===== src/rtl/sw_ctrl_pkg.sv =====
package sw_ctrl_pkg;

  // Serial-side controls, carried together through one synchronizer.
  typedef struct packed {
    logic clr;
    logic hold;
    logic din;
    logic sclk;
  } ctl_t;

  localparam int CTL_W = $bits(ctl_t);

  // Which source drives the switch outputs.
  typedef enum logic [1:0] {
    VIEW_FOLLOW = 2'd0,
    VIEW_FROZEN = 2'd1,
    VIEW_OFF    = 2'd2
  } view_e;

  // Clear has priority over the latch state.
  function automatic view_e pick_view(input logic clr, input logic hold);
    if (clr)       return VIEW_OFF;
    else if (hold) return VIEW_FROZEN;
    else           return VIEW_FOLLOW;
  endfunction

endpackage


===== src/rtl/sw_sync.sv =====
module sw_sync #(
  parameter int W      = 4,
  parameter int STAGES = 2
) (
  input  logic         clk,
  input  logic         rst,
  input  logic [W-1:0] raw_i,
  output logic [W-1:0] sync_o
);
  logic [W-1:0] pipe [STAGES];

  always_ff @(posedge clk) begin
    if (rst) begin
      for (int i = 0; i < STAGES; i++) pipe[i] <= '0;
    end else begin
      pipe[0] <= raw_i;
      for (int i = 1; i < STAGES; i++) pipe[i] <= pipe[i-1];
    end
  end

  assign sync_o = pipe[STAGES-1];
endmodule


===== src/rtl/sw_edge.sv =====
module sw_edge (
  input  logic clk,
  input  logic rst,
  input  logic lvl_i,
  output logic rise_o
);
  logic prev_q;

  always_ff @(posedge clk) begin
    if (rst) prev_q <= 1'b0;
    else     prev_q <= lvl_i;
  end

  assign rise_o = lvl_i & ~prev_q;
endmodule


===== src/rtl/sw_shift_reg.sv =====
module sw_shift_reg #(
  parameter int N = 8
) (
  input  logic         clk,
  input  logic         rst,
  input  logic         shift_i,
  input  logic         bit_i,
  output logic [N-1:0] q_o
);
  // Stage 0 takes the new bit, every other stage takes its lower neighbour.
  function automatic logic [N-1:0] push_bit(input logic [N-1:0] v, input logic b);
    logic [N-1:0] r;
    r[0] = b;
    for (int i = 1; i < N; i++) r[i] = v[i-1];
    return r;
  endfunction

  logic [N-1:0] q;

  always_ff @(posedge clk) begin
    if (rst)          q <= '0;
    else if (shift_i) q <= push_bit(q, bit_i);
  end

  assign q_o = q;
endmodule


===== src/rtl/sw_out_latch.sv =====
module sw_out_latch
  import sw_ctrl_pkg::*;
#(
  parameter int N = 8
) (
  input  logic         clk,
  input  logic         rst,
  input  logic         clr_i,
  input  logic         hold_i,
  input  logic [N-1:0] reg_i,
  output logic [N-1:0] sw_o
);
  logic [N-1:0] frz_q;
  view_e        view;

  assign view = pick_view(clr_i, hold_i);

  // frz_q tracks what the outputs last showed. It is zeroed by clear and
  // retained while frozen.
  always_ff @(posedge clk) begin
    if (rst) frz_q <= '0;
    else begin
      case (view)
        VIEW_OFF:    frz_q <= '0;
        VIEW_FOLLOW: frz_q <= reg_i;
        default:     frz_q <= frz_q;
      endcase
    end
  end

  always_comb begin
    case (view)
      VIEW_OFF:    sw_o = '0;
      VIEW_FROZEN: sw_o = frz_q;
      default:     sw_o = reg_i;
    endcase
  end
endmodule


===== src/rtl/serial_switch_ctrl.sv =====
module serial_switch_ctrl
  import sw_ctrl_pkg::*;
#(
  parameter int N_SW        = 8,
  parameter int SYNC_STAGES = 2
) (
  input  logic            clk,
  input  logic            rst,
  input  logic            ser_in,
  input  logic            ser_clk,
  input  logic            hold_en,
  input  logic            clr_in,
  output logic            ser_out,
  output logic [N_SW-1:0] sw_on
);
  localparam int MSB = N_SW - 1;

  ctl_t            raw_ctl;
  ctl_t            syn_ctl;
  logic            shift_evt;
  logic            din_sync;
  logic            le_sync;
  logic            clr_sync;
  logic [N_SW-1:0] sr_q;

  assign raw_ctl.clr  = clr_in;
  assign raw_ctl.hold = hold_en;
  assign raw_ctl.din  = ser_in;
  assign raw_ctl.sclk = ser_clk;

  sw_sync #(.W(CTL_W), .STAGES(SYNC_STAGES)) u_sync (
    .clk    (clk),
    .rst    (rst),
    .raw_i  (raw_ctl),
    .sync_o (syn_ctl)
  );

  assign din_sync = syn_ctl.din;
  assign le_sync  = syn_ctl.hold;
  assign clr_sync = syn_ctl.clr;

  sw_edge u_edge (
    .clk    (clk),
    .rst    (rst),
    .lvl_i  (syn_ctl.sclk),
    .rise_o (shift_evt)
  );

  sw_shift_reg #(.N(N_SW)) u_shreg (
    .clk     (clk),
    .rst     (rst),
    .shift_i (shift_evt),
    .bit_i   (din_sync),
    .q_o     (sr_q)
  );

  sw_out_latch #(.N(N_SW)) u_latch (
    .clk    (clk),
    .rst    (rst),
    .clr_i  (clr_sync),
    .hold_i (le_sync),
    .reg_i  (sr_q),
    .sw_o   (sw_on)
  );

  assign ser_out = sr_q[MSB];
endmodule


===== config.mk =====
export PLATFORM = sky130hd
export DESIGN_NAME = serial_switch_ctrl
export DESIGN_NICKNAME = d
export VERILOG_FILES = /design/src/rtl/sw_ctrl_pkg.sv /design/src/rtl/sw_sync.sv /design/src/rtl/sw_edge.sv /design/src/rtl/sw_shift_reg.sv /design/src/rtl/sw_out_latch.sv /design/src/rtl/serial_switch_ctrl.sv
export SDC_FILE = /design/constraint.sdc
export NUM_CORES = 1
export LEC_CHECK = 0
export ABC_AREA = 0
export CORE_ASPECT_RATIO = 0.6
export CORE_MARGIN = 1.5
export CORE_UTILIZATION = 25
export CTS_CLUSTER_DIAMETER = 120
export DETAILED_ROUTE_END_ITERATION = 16
export SLEW_MARGIN = 20
export SYNTH_ARGS = -nofsm -noshare
export SYNTH_HDL_FRONTEND = slang
export SYNTH_SLANG_ARGS = --single-unit
export TNS_END_PERCENT = 1

===== constraint.sdc =====
create_clock -name clk -period 1.3 [get_ports clk]
set_clock_uncertainty 0.15 [all_clocks]
set_input_delay 0.195 -clock clk [delete_from_list [all_inputs] [get_ports clk]]
set_output_delay 0.195 -clock clk [all_outputs]
set_load 0.005 [all_outputs]

Yosys cells after proc, flatten, opt, wreduce, memory -nomap -nowiden

Memory sizes are Yosys's and may differ from the RTL's.
Index checks and enable logic that the tools add are counted.

Flip-flop bits (word level): 17
Word-level logic and storage cells: 21
Bits in writable memories: 8
Memories: 1
Output and inout port bits: 9
Input bits: 6

Bitwise operators: 4
Equality and inequality tests: 2
Reductions and logical operators: 2
Multiplexer cells: 9

Memories:

| name        | depth | width | rd ports | clocked after Yosys merged registers in | write ports | RTL line      | RTL |
|---|---|---|---|---|---|---|---|
| u_sync.pipe | 2     | 4     | 2        | 0                                       | 2           | sw_sync.sv:10 | `logic [W-1:0] pipe [STAGES];` |

Operators by type and width:

| cell                                                 | count |
|---|---|
| case mux 8 bit (2 select lines)                      | 2 |
| two-way mux 4 bit                                    | 2 |
| two-way mux 1 bit                                    | 4 |
| equality test 2 x 1 -> 1 bit (second input constant) | 1 |
| equality test 2 bit (second input constant)          | 1 |
| logical NOT 2 bit                                    | 1 |
| two-way mux 2 bit                                    | 1 |
| OR 1 bit                                             | 2 |
| nonzero test 2 bit                                   | 1 |
| AND 1 bit                                            | 1 |
| NOT 1 bit                                            | 1 |

Logic depth before layout (Yosys ltp)

Gate-level depths: netlist (run 1).
An unclocked memory read counts as a cell.

Word-level depth: 5
Mapped depth: 4
Depth with buffers taken out: 2

Modules after synthesis

A second synthesis (run 1) with hierarchy kept.

Cell total of the unflattened synthesis: 85
Area total of the unflattened synthesis: 907.1 um2

Modules (own cells, without submodules):

| module       | cells an instance | area an instance (um2) | sequential area each (um2) | times used |
|---|---|---|---|---|
| sw_out_latch | 36                | 334.1                  | 160.2                      | 1 |
| sw_shift_reg | 26                | 285.3                  | 160.2                      | 1 |
| sw_sync      | 20                | 240.2                  | 160.2                      | 1 |
| sw_edge      | 3                 | 47.5                   | 20.0                       | 1 |

Least setup slack after synthesis (run 1)

Ideal clock, no wire load.

Kind: register -> output
From: mem u_sync.pipe[1][2], in the netlist u_sync.pipe[0][6]
To: out sw_on[5]
Buffers on the path: 1
Data required time: 955 ps
Slack: 178 ps
Data arrival time: 777 ps
Stages on the path, launching flop included: 4
Cells stage by stage: dfxtp_1 > buf_4 > mux2i_1 > nor2_1

RTL lines:

| item               | RTL line                 | RTL |
|---|---|---|
| start: declaration | sw_sync.sv:10            |  |
| end: declaration   | serial_switch_ctrl.sv:14 | `output logic [N_SW-1:0] sw_on` |

==> metrics.md, run 1 <==
| Metric | Value |
|---|---|
| Critical path class | flop to output pin |
| Crit-path max FO | 3 |
| Mux contribution to synthesized area | 16.8% |
| GRT overflow | 0 |
| Storage element area | 503 µm² |
| CTS Buffer Depth | 2 |
| Vias in the first global route | 709 |
| PnR worst setup slack | -317 ps |
| Status | finished with violations |
| Area growth, synth to finish | 50.1% |
| Die area | 3950 µm² |
| Final setup fails | 12 |
| CTS tree | yes |
| Core ar. | 3340 µm² |
| #FFs+latches synth | 25 |
| Least-Margin Pin Slew | 394 ps |
| CTS Hold Bufs | 0 |
| Synth cell types | 12 |
| Max_cap viols | 0 |
| Power Density | 998 nW/µm² |
| RSZ-0062 raised after global routing | true |
| Height of the die | 49.3 µm |
| Maximum clock rate | 618 MHz |
| Largest family of logic cells by synthesized area | simple AND/OR/NAND/NOR gates |
| Most frequent cells in the layout | dfxtp_1 (23), buf_4 (20), nor2_1 (13) |
| Mapped Nets | 88 |
| Ports | 15 |
| CTS clk-pin slew, worst paths | 90 ps |
| Pwr Total | 1.34 mW |
| # diodes | 0 |
| Final period util | 124% |
| Largest net degree at the start of global routing | 15 |
| WL final | 1920 µm |
| Port bufs | 14 |
| Num CTS Buffers | 3 |
| Largest stage delay on the critical path | 350 ps |
| Compound-Gate Fraction of Synth Area | 0.560% |
| FILL cells | 332 |
| Syn Std Cell Area | 893 µm² |
| DRT antenna net count | 0 |
| WP buf/inv | 3 |
| Initial Util | 26.7% |
| Worst Setup End Kind | output pin |
| Remaining DRCs | 0 |
| Failing checks | negative setup slack |
| Synth Warn # | 0 |
| Crit path max-delay family | buffers and inverters |
| Critical Path RT | 950 ps |
| Setup TNS | -2700 ps |
| Rel. slew slack | 73.7% |
| Syn Inst Count | 82 |
| Hold Crit Class | flop to flop |
| Final GP Congestion | 0.728 |
| Post-DR wirelength/cell | 11.3 µm |
| Ratio of cells with drive above 1 in the final layout | 40.0% |
| Average size of a mapped cell | 10.9 µm² |
| CTS H-Tree Depth | 1 |
| Post-Synth XOR/XNOR Area | 0% |
| Via count | 675 |
| Worst-path cell chain | buf_6 > buf_4 > mux2i_2 > nor2_1 > buf_2 |
| First-pass GRT wire length | 3110 µm |
| Simple-gate share of the synthesized area | 21.8% |
| Total clock sinks | 25 |
| Row cnt | 16 |
| CP Launch Type | flop |
| Crit path time final | 1620 ps |
| First-pass detailed-route iteration total | 2 |
| Final HPWL DP | 1260 µm |
| Clock Latency Late Sink | 270 ps |
| Nets@finish | 132 |
| Initial detailed-routing violation count | 3 |
| CP Data Arrival Time | 1270 ps |
| Clock tree root buffer cell | clkbuf_8 |
| Adder-cell share of the synthesized area | 0% |
| Leading cell type in the layout, fill and taps excluded | dfxtp_1 |
| Vias per cell | 3.97 |
| Hold Fails Final Rpt | 0 |
| Max VDD drop | 0.000550 V |
| Initial antenna violation count | 0 |
| Leakage | 0.567 nW |
| Multi-input gate area | 373 µm² |
| Register area share after synthesis | 56.0% |
| Slew Limit Fails | 0 |
| Overall Global Routing Usage | 10.8% |
| Die W | 80.2 µm |
| Crit-path slowest cell | dfxtp_2 |
| Final Util | 40.1% |
-- cells by family (layout without fill, tap and decap cells) --
family,after synthesis,count (layout)
simple gates,36,36
compound gates,1,1
flops,25,25
mux,15,15
buf+inv,5,48
-- per-layer routing --
layer,vias to the layer above,global-route usage (%),routed length [µm]
li1,351,-,-
met1,311,13.4,944
met2,9,16.9,871
met3,4,3.55,63
met4,0,5.17,40
met5,-,0,0
-- cell type report --
type,count,area share [%]
multi-input cells,52,27.8
clock buffers,3,3.08
repair buffers,44,27.1
well taps,45,4.20
clock inverters,1,0.373
flip-flops and latches,25,37.5
-- cell usage after synthesis --
library cell,instances,area (µm²)
nand4bb_1,1,11.3
buf_2,1,5.00
buf_6,2,22.5
buf_4,2,15.0
nor2b_1,10,62.6
nand2b_1,8,50.1
nor2_1,14,52.6
mux2i_1,15,150
or2_1,1,6.26
dfxtp_1,25,500
o21ai_0,1,5.00
nor2_2,2,12.5
-- sequential cells by signal, summed over array words and instances (netlist names) --
register / count
u_shreg.q_o: 8
u_edge.prev_q: 1
u_latch.frz_q: 8
u_sync.pipe: 8
-- path summary, 6_finish.rpt --
path / startpoint / end / slack, ps / depth (start not counted)
max: u_sync.pipe[0][6]$_SDFF_PP0_ / sw_on[7] / -320 / 5
min: u_sync.pipe[0][1]$_SDFF_PP0_ / u_sync.pipe[0][5]$_SDFF_PP0_ / 290 / 1
max reg2reg: u_sync.pipe[0][6]$_SDFF_PP0_ / u_latch.frz_q[0]$_SDFFE_PP0P_ / -210 / 9
min reg2reg: u_sync.pipe[0][1]$_SDFF_PP0_ / u_sync.pipe[0][5]$_SDFF_PP0_ / 290 / 1
-- repair_timing --
| action | 4_1_cts | 5_1_grt |
|---|---|---|
| setup endpoints to repair | 9 | 12 |
| pin swaps | 2 | 0 |
| gates resized for setup | 43 | 5 |
| setup buffers | 14 | 1 |
-- through the flow --
step | hold slack [ps] | setup WS [ps] | std cells | instance area [µm²]
4_1_cts | 302 | -312 | 169 | 1330
2_1_floorplan | 173 | 178 | 82 | 893
3_5_place_dp | 280 | -344 | 151 | 1160
3_3_place_gp | 272 | -309 | 151 | 1160
5_1_grt | 304 | -378 | 170 | 1340
6_report | 294 | -317 | 170 | 1340
-- power breakdown --
group / internal (mW) / switching (mW) / leakage, nW
registers: 0.778 / 0.00779 / 0.204
logic: 0.0546 / 0.0331 / 0.338
clock network: 0.215 / 0.250 / 0.0255
-- worst register-to-register path, stage by stage (launching register included) --
cell,delay [ps]
dfxtp_2,350
buf_6,100
buf_6,110
mux2i_1,230
buf_4,140
buf_6,80
buf_6,80
buf_6,80
buf_6,70
nor2_1,30
Note: power is estimated with default switching activity, not from simulation.
==> run 2: changes to the inputs <==
==> constraint.sdc (replaced) <==
create_clock -name clk -period 1.7 [get_ports clk]
set_clock_uncertainty 0.15 [all_clocks]
set_input_delay 0.255 -clock clk [delete_from_list [all_inputs] [get_ports clk]]
set_output_delay 0.255 -clock clk [all_outputs]
set_load 0.005 [all_outputs]
==> metrics.md, run 2 (synthesized netlist as in run 1, its figures left out) <==
| Metric | Value |
|---|---|
| Met3 routed WL | 56 µm |
| Worst-path cell chain | buf_6 > mux2i_1 > nor2_1 > clkdlybuf4s15_1 |
| Area growth, synth to finish | 34.0% |
| Max VDD drop | 0.000331 V |
| Non-filler cells, final | 153 |
| CTS clk-pin slew, worst paths | 90 ps |
| PnR worst setup slack | 29.6 ps |
| Overall Global Routing Usage | 9.56% |
| Most frequent cells in the layout | dfxtp_1 (24), nor2_1 (14), buf_4 (11) |
| Final Util | 35.8% |
| Clock Latency Late Sink | 270 ps |
| Ratio of cells with drive above 1 in the final layout | 28.7% |
| RSZ-0062 raised after global routing | true |
| First-pass GRT wire length | 2880 µm |
| Initial antenna violation count | 0 |
| Hold Crit Class | flop to flop |
| FILL cells | 351 |
| Worst Setup End Kind | output pin |
| Final GP Congestion | 0.701 |
| Inst Count DP | 142 |
| Vias per cell | 4.06 |
| Largest net degree at the start of global routing | 15 |
| Clock tree root buffer cell | clkbuf_8 |
| Setup slack at placement | 41.5 ps |
| Final period util | 98.3% |
| DRT antenna net count | 0 |
| Die area | 3950 µm² |
| Stages on worst setup path | 4 |
| Final setup fails | 0 |
| Power Density | 842 nW/µm² |
| WHS | 295 ps |
| R2R cell count | 2 |
| Pwr Total | 1.01 mW |
| Height of the die | 49.3 µm |
| WP buf/inv | 2 |
| Largest stage delay on the critical path | 350 ps |
| Rel. slew slack | 74.0% |
| Initial Util | 26.7% |
| Least-Margin Pin Slew | 391 ps |
| Nets@finish | 115 |
| # diodes | 0 |
| Critical Path RT | 1290 ps |
| Row cnt | 16 |
| Crit-path max FO | 5 |
| Ports | 15 |
| DP Area | 1090 µm² |
| Crit-path slowest cell | dfxtp_2 |
| Top routing layer used | met4 |
| Vias in the first global route | 633 |
| Slew Limit Fails | 0 |
| Leakage | 0.462 nW |
| CP Data Arrival Time | 1270 ps |
| CTS tree | yes |
| WL final | 1770 µm |
| Num CTS Buffers | 3 |
| Initial detailed-routing violation count | 53 |
| First-pass detailed-route iteration total | 2 |
| Max_cap viols | 0 |
| DRT met1 WL | 854 µm |
| WL met2 | 835 µm |
| Final instance area | 1200 µm² |
| CTS Buffer Depth | 2 |
| Port bufs | 14 |
| GRT overflow | 0 |
| Crit path max-delay family | flip-flops |
| Remaining DRCs | 0 |
| Critical path class | flop to output pin |
| CTS Hold Bufs | 0 |
| Status | completed |
| Total clock sinks | 25 |
| Post-DR wirelength/cell | 11.5 µm |
| Final HPWL DP | 1200 µm |
| Via count | 621 |
| CTS H-Tree Depth | 1 |
| Maximum clock rate | 599 MHz |
| CP Launch Type | flop |
| Leading cell type in the layout, fill and taps excluded | dfxtp_1 |
| Crit path time final | 1670 ps |
| Hold Fails Final Rpt | 0 |
| Core ar. | 3340 µm² |
| Die W | 80.2 µm |
| Setup TNS | 0 ps |
| WHS Path Cells | 1 |
==> run 2: cell type report <==
type	count	area (µm²)	share of cell area (%)
flip-flops and latches	25	502	41.9
well taps	45	56.3	4.70
clock buffers	3	41.3	3.45
clock inverters	1	5.00	0.418
repair buffers	27	220	18.4
multi-input cells	52	373	31.1
==> run 2: path summary, 6_finish.rpt <==
path,to,startpoint,slack [ps]
hold reg to reg,u_sync.pipe[0][4]$_SDFF_PP0_,u_sync.pipe[0][0]$_SDFF_PP0_,290
setup / recovery,sw_on[3],u_sync.pipe[0][6]$_SDFF_PP0_,30
hold / removal,u_sync.pipe[0][4]$_SDFF_PP0_,u_sync.pipe[0][0]$_SDFF_PP0_,290
setup reg to reg,u_latch.frz_q[6]$_SDFFE_PP0P_,u_sync.pipe[0][7]$_SDFF_PP0_,400
==> run 2: power by group <==
group / internal, mW / switching [mW] / leakage (nW)
clock network: 0.164 / 0.187 / 0.0255
registers: 0.595 / 0.00587 / 0.204
logic: 0.0333 / 0.0226 / 0.233
==> run 2: what timing repair did <==
action | CTS | global route
pin swaps | 0 | 0
gates resized for setup | 19 | 11
setup buffers | 5 | 2
hold endpoints to repair | 0 | 0
setup endpoints to repair | 8 | 7
==> run 2: per-layer routing <==
metal	track usage (%)	vias to the layer above
li1	-	314
met1	11.4	297
met2	15.7	8
met3	3.55	2
met4	3.45	0
met5	0	-
==> run 3: changes to the inputs <==
--- a/config.mk
+++ b/config.mk
@@ -7,7 +7,7 @@
 export LEC_CHECK = 0
 export ABC_AREA = 0
 export CORE_ASPECT_RATIO = 0.6
-export CORE_MARGIN = 1.5
+export CORE_MARGIN = 10
 export CORE_UTILIZATION = 25
 export CTS_CLUSTER_DIAMETER = 120
 export DETAILED_ROUTE_END_ITERATION = 16
==> metrics.md, run 3 (synthesized netlist as in run 1, its figures left out) <==
| Metric | Value |
|---|---|
| Least-Margin Pin Slew | 386 ps |
| Via count | 651 |
| Inst Count DP | 142 |
| Die W | 97.2 µm |
| DP Area | 1090 µm² |
| Worst Setup End Kind | output pin |
| Critical path class | flop to output pin |
| Vias per cell | 3.97 |
| Nets@finish | 126 |
| Final HPWL DP | 1280 µm |
| Crit-path max FO | 6 |
| Num CTS Buffers | 3 |
| Power Density | 789 nW/µm² |
| First-pass detailed-route iteration total | 4 |
| Final instance area | 1280 µm² |
| Clock tree root buffer cell | clkbuf_8 |
| Largest net degree at the start of global routing | 16 |
| CTS Hold Bufs | 0 |
| First-pass GRT wire length | 3080 µm |
| Total clock sinks | 25 |
| Post-DR wirelength/cell | 11.7 µm |
| Die area | 6440 µm² |
| CTS clk-pin slew, worst paths | 90 ps |
| Vias in the first global route | 683 |
| Initial antenna violation count | 0 |
| CP Data Arrival Time | 1270 ps |
| Hold Fails Final Rpt | 0 |
| Core ar. | 3340 µm² |
| Slew Limit Fails | 0 |
| Critical Path Start | u_sync.pipe[0][6]$_SDFF_PP0_ |
| CTS tree | yes |
| Overall Global Routing Usage | 6.21% |
| Clock Latency Late Sink | 270 ps |
| RSZ-0062 raised after global routing | true |
| Ratio of cells with drive above 1 in the final layout | 32.8% |
| Leading cell type in the layout, fill and taps excluded | dfxtp_1 |
| Final GP Congestion | 0.747 |
| Row cnt | 16 |
| Final setup fails | 0 |
| WL final | 1920 µm |
| Setup slack at placement | 36.9 ps |
| GRT overflow | 0 |
| Initial detailed-routing violation count | 11 |
| FILL cells | 338 |
| Area growth, synth to finish | 43.8% |
| Crit path time final | 1680 ps |
| Remaining DRCs | 0 |
| Critical Path RT | 1290 ps |
| Non-filler cells, final | 164 |
| Ports | 15 |
| Initial Util | 26.7% |
| CTS H-Tree Depth | 1 |
| Rel. slew slack | 74.3% |
| CP Launch Type | flop |
| Hold Path Origin | u_sync.pipe[0][2]$_SDFF_PP0_ |
| Port bufs | 14 |
| CTS Buffer Depth | 2 |
| Height of the die | 66.3 µm |
| Maximum clock rate | 596 MHz |
| Worst reg2reg path startpoint | u_sync.pipe[0][6]$_SDFF_PP0_ |
| # diodes | 0 |
| Leakage | 0.504 nW |
| Hold Crit Class | flop to flop |
| Status | completed |
| DRT antenna net count | 0 |
| Max VDD drop | 0.000315 V |
| Most frequent cells in the layout | dfxtp_1 (24), buf_4 (23), nor2_1 (14) |
| PnR worst setup slack | 22.6 ps |
| Final period util | 98.7% |
| Max_cap viols | 0 |
==> run 3: cell types whose count changed in the layout (fill, tap and decap cells not counted), sizes merged <==
cell and delta:
buf +12, clkbuf -3, clkdlybuf4s15 +2, clkinv -1, clkinvlp +1
==> run 3: metal layers <==
layer,part of all wire [%],GRT usage (%),vias up
li1,-,-,333
met1,45,6.24,304
met2,48,10.6,10
met3,4.8,2.19,4
met4,2.7,4.95,0
met5,0,0,-
==> run 3: stage by stage <==
step                total power [mW]  hold slack, ps  TNS, ps  util, %
finish                          1.01             290        0     38.4
detailed placement             0.667             278        0     32.7
global placement               0.666             271        0     32.7
CTS                             1.03             292        0     38.5
global route                    1.05             306     -255     38.4
floorplan                      0.647             233        0        -
==> run 3: critical path, stage by stage, from the launching register on <==
cell	delay [ps]
dfxtp_2	340
buf_6	140
mux2i_1	230
nor2_1	60
clkdlybuf4s15_1	220
==> run 3: power by group <==
part | switching (mW) | internal (mW) | total, mW
clock network | 0.191 | 0.166 | 0.357
logic | 0.0225 | 0.0342 | 0.0567
registers | 0.00560 | 0.595 | 0.601
total | 0.219 | 0.796 | 1.01
==> run 3: cell type report <==
type,instances,area [µm²],area share [%]
multi-input cells,52,369,28.7
flip-flops and latches,25,502,39.0
repair buffers,38,309,24.1
clock inverters,1,7.51,0.584
well taps,45,56.3,4.38
clock buffers,3,41.3,3.21
==> run 3: final timing paths <==
check                                                      to  slack, ps  cells past startpoint
worst max-delay path                                 sw_on[3]         20                      4
worst min register to register   u_sync.pipe[0][6]$_SDFF_PP0_        290                      1
worst min-delay path             u_sync.pipe[0][6]$_SDFF_PP0_        290                      1
worst max register to register  u_latch.frz_q[3]$_SDFFE_PP0P_         70                      9
==> run 3: what timing repair did <==
item | 4_1_cts | 5_1_grt
gates cloned | 0 | 0
endpoints found under the setup margin | 8 | 7
buffers inserted | 18 | 0
resized for setup | 23 | 4
pin swaps | 0 | 0
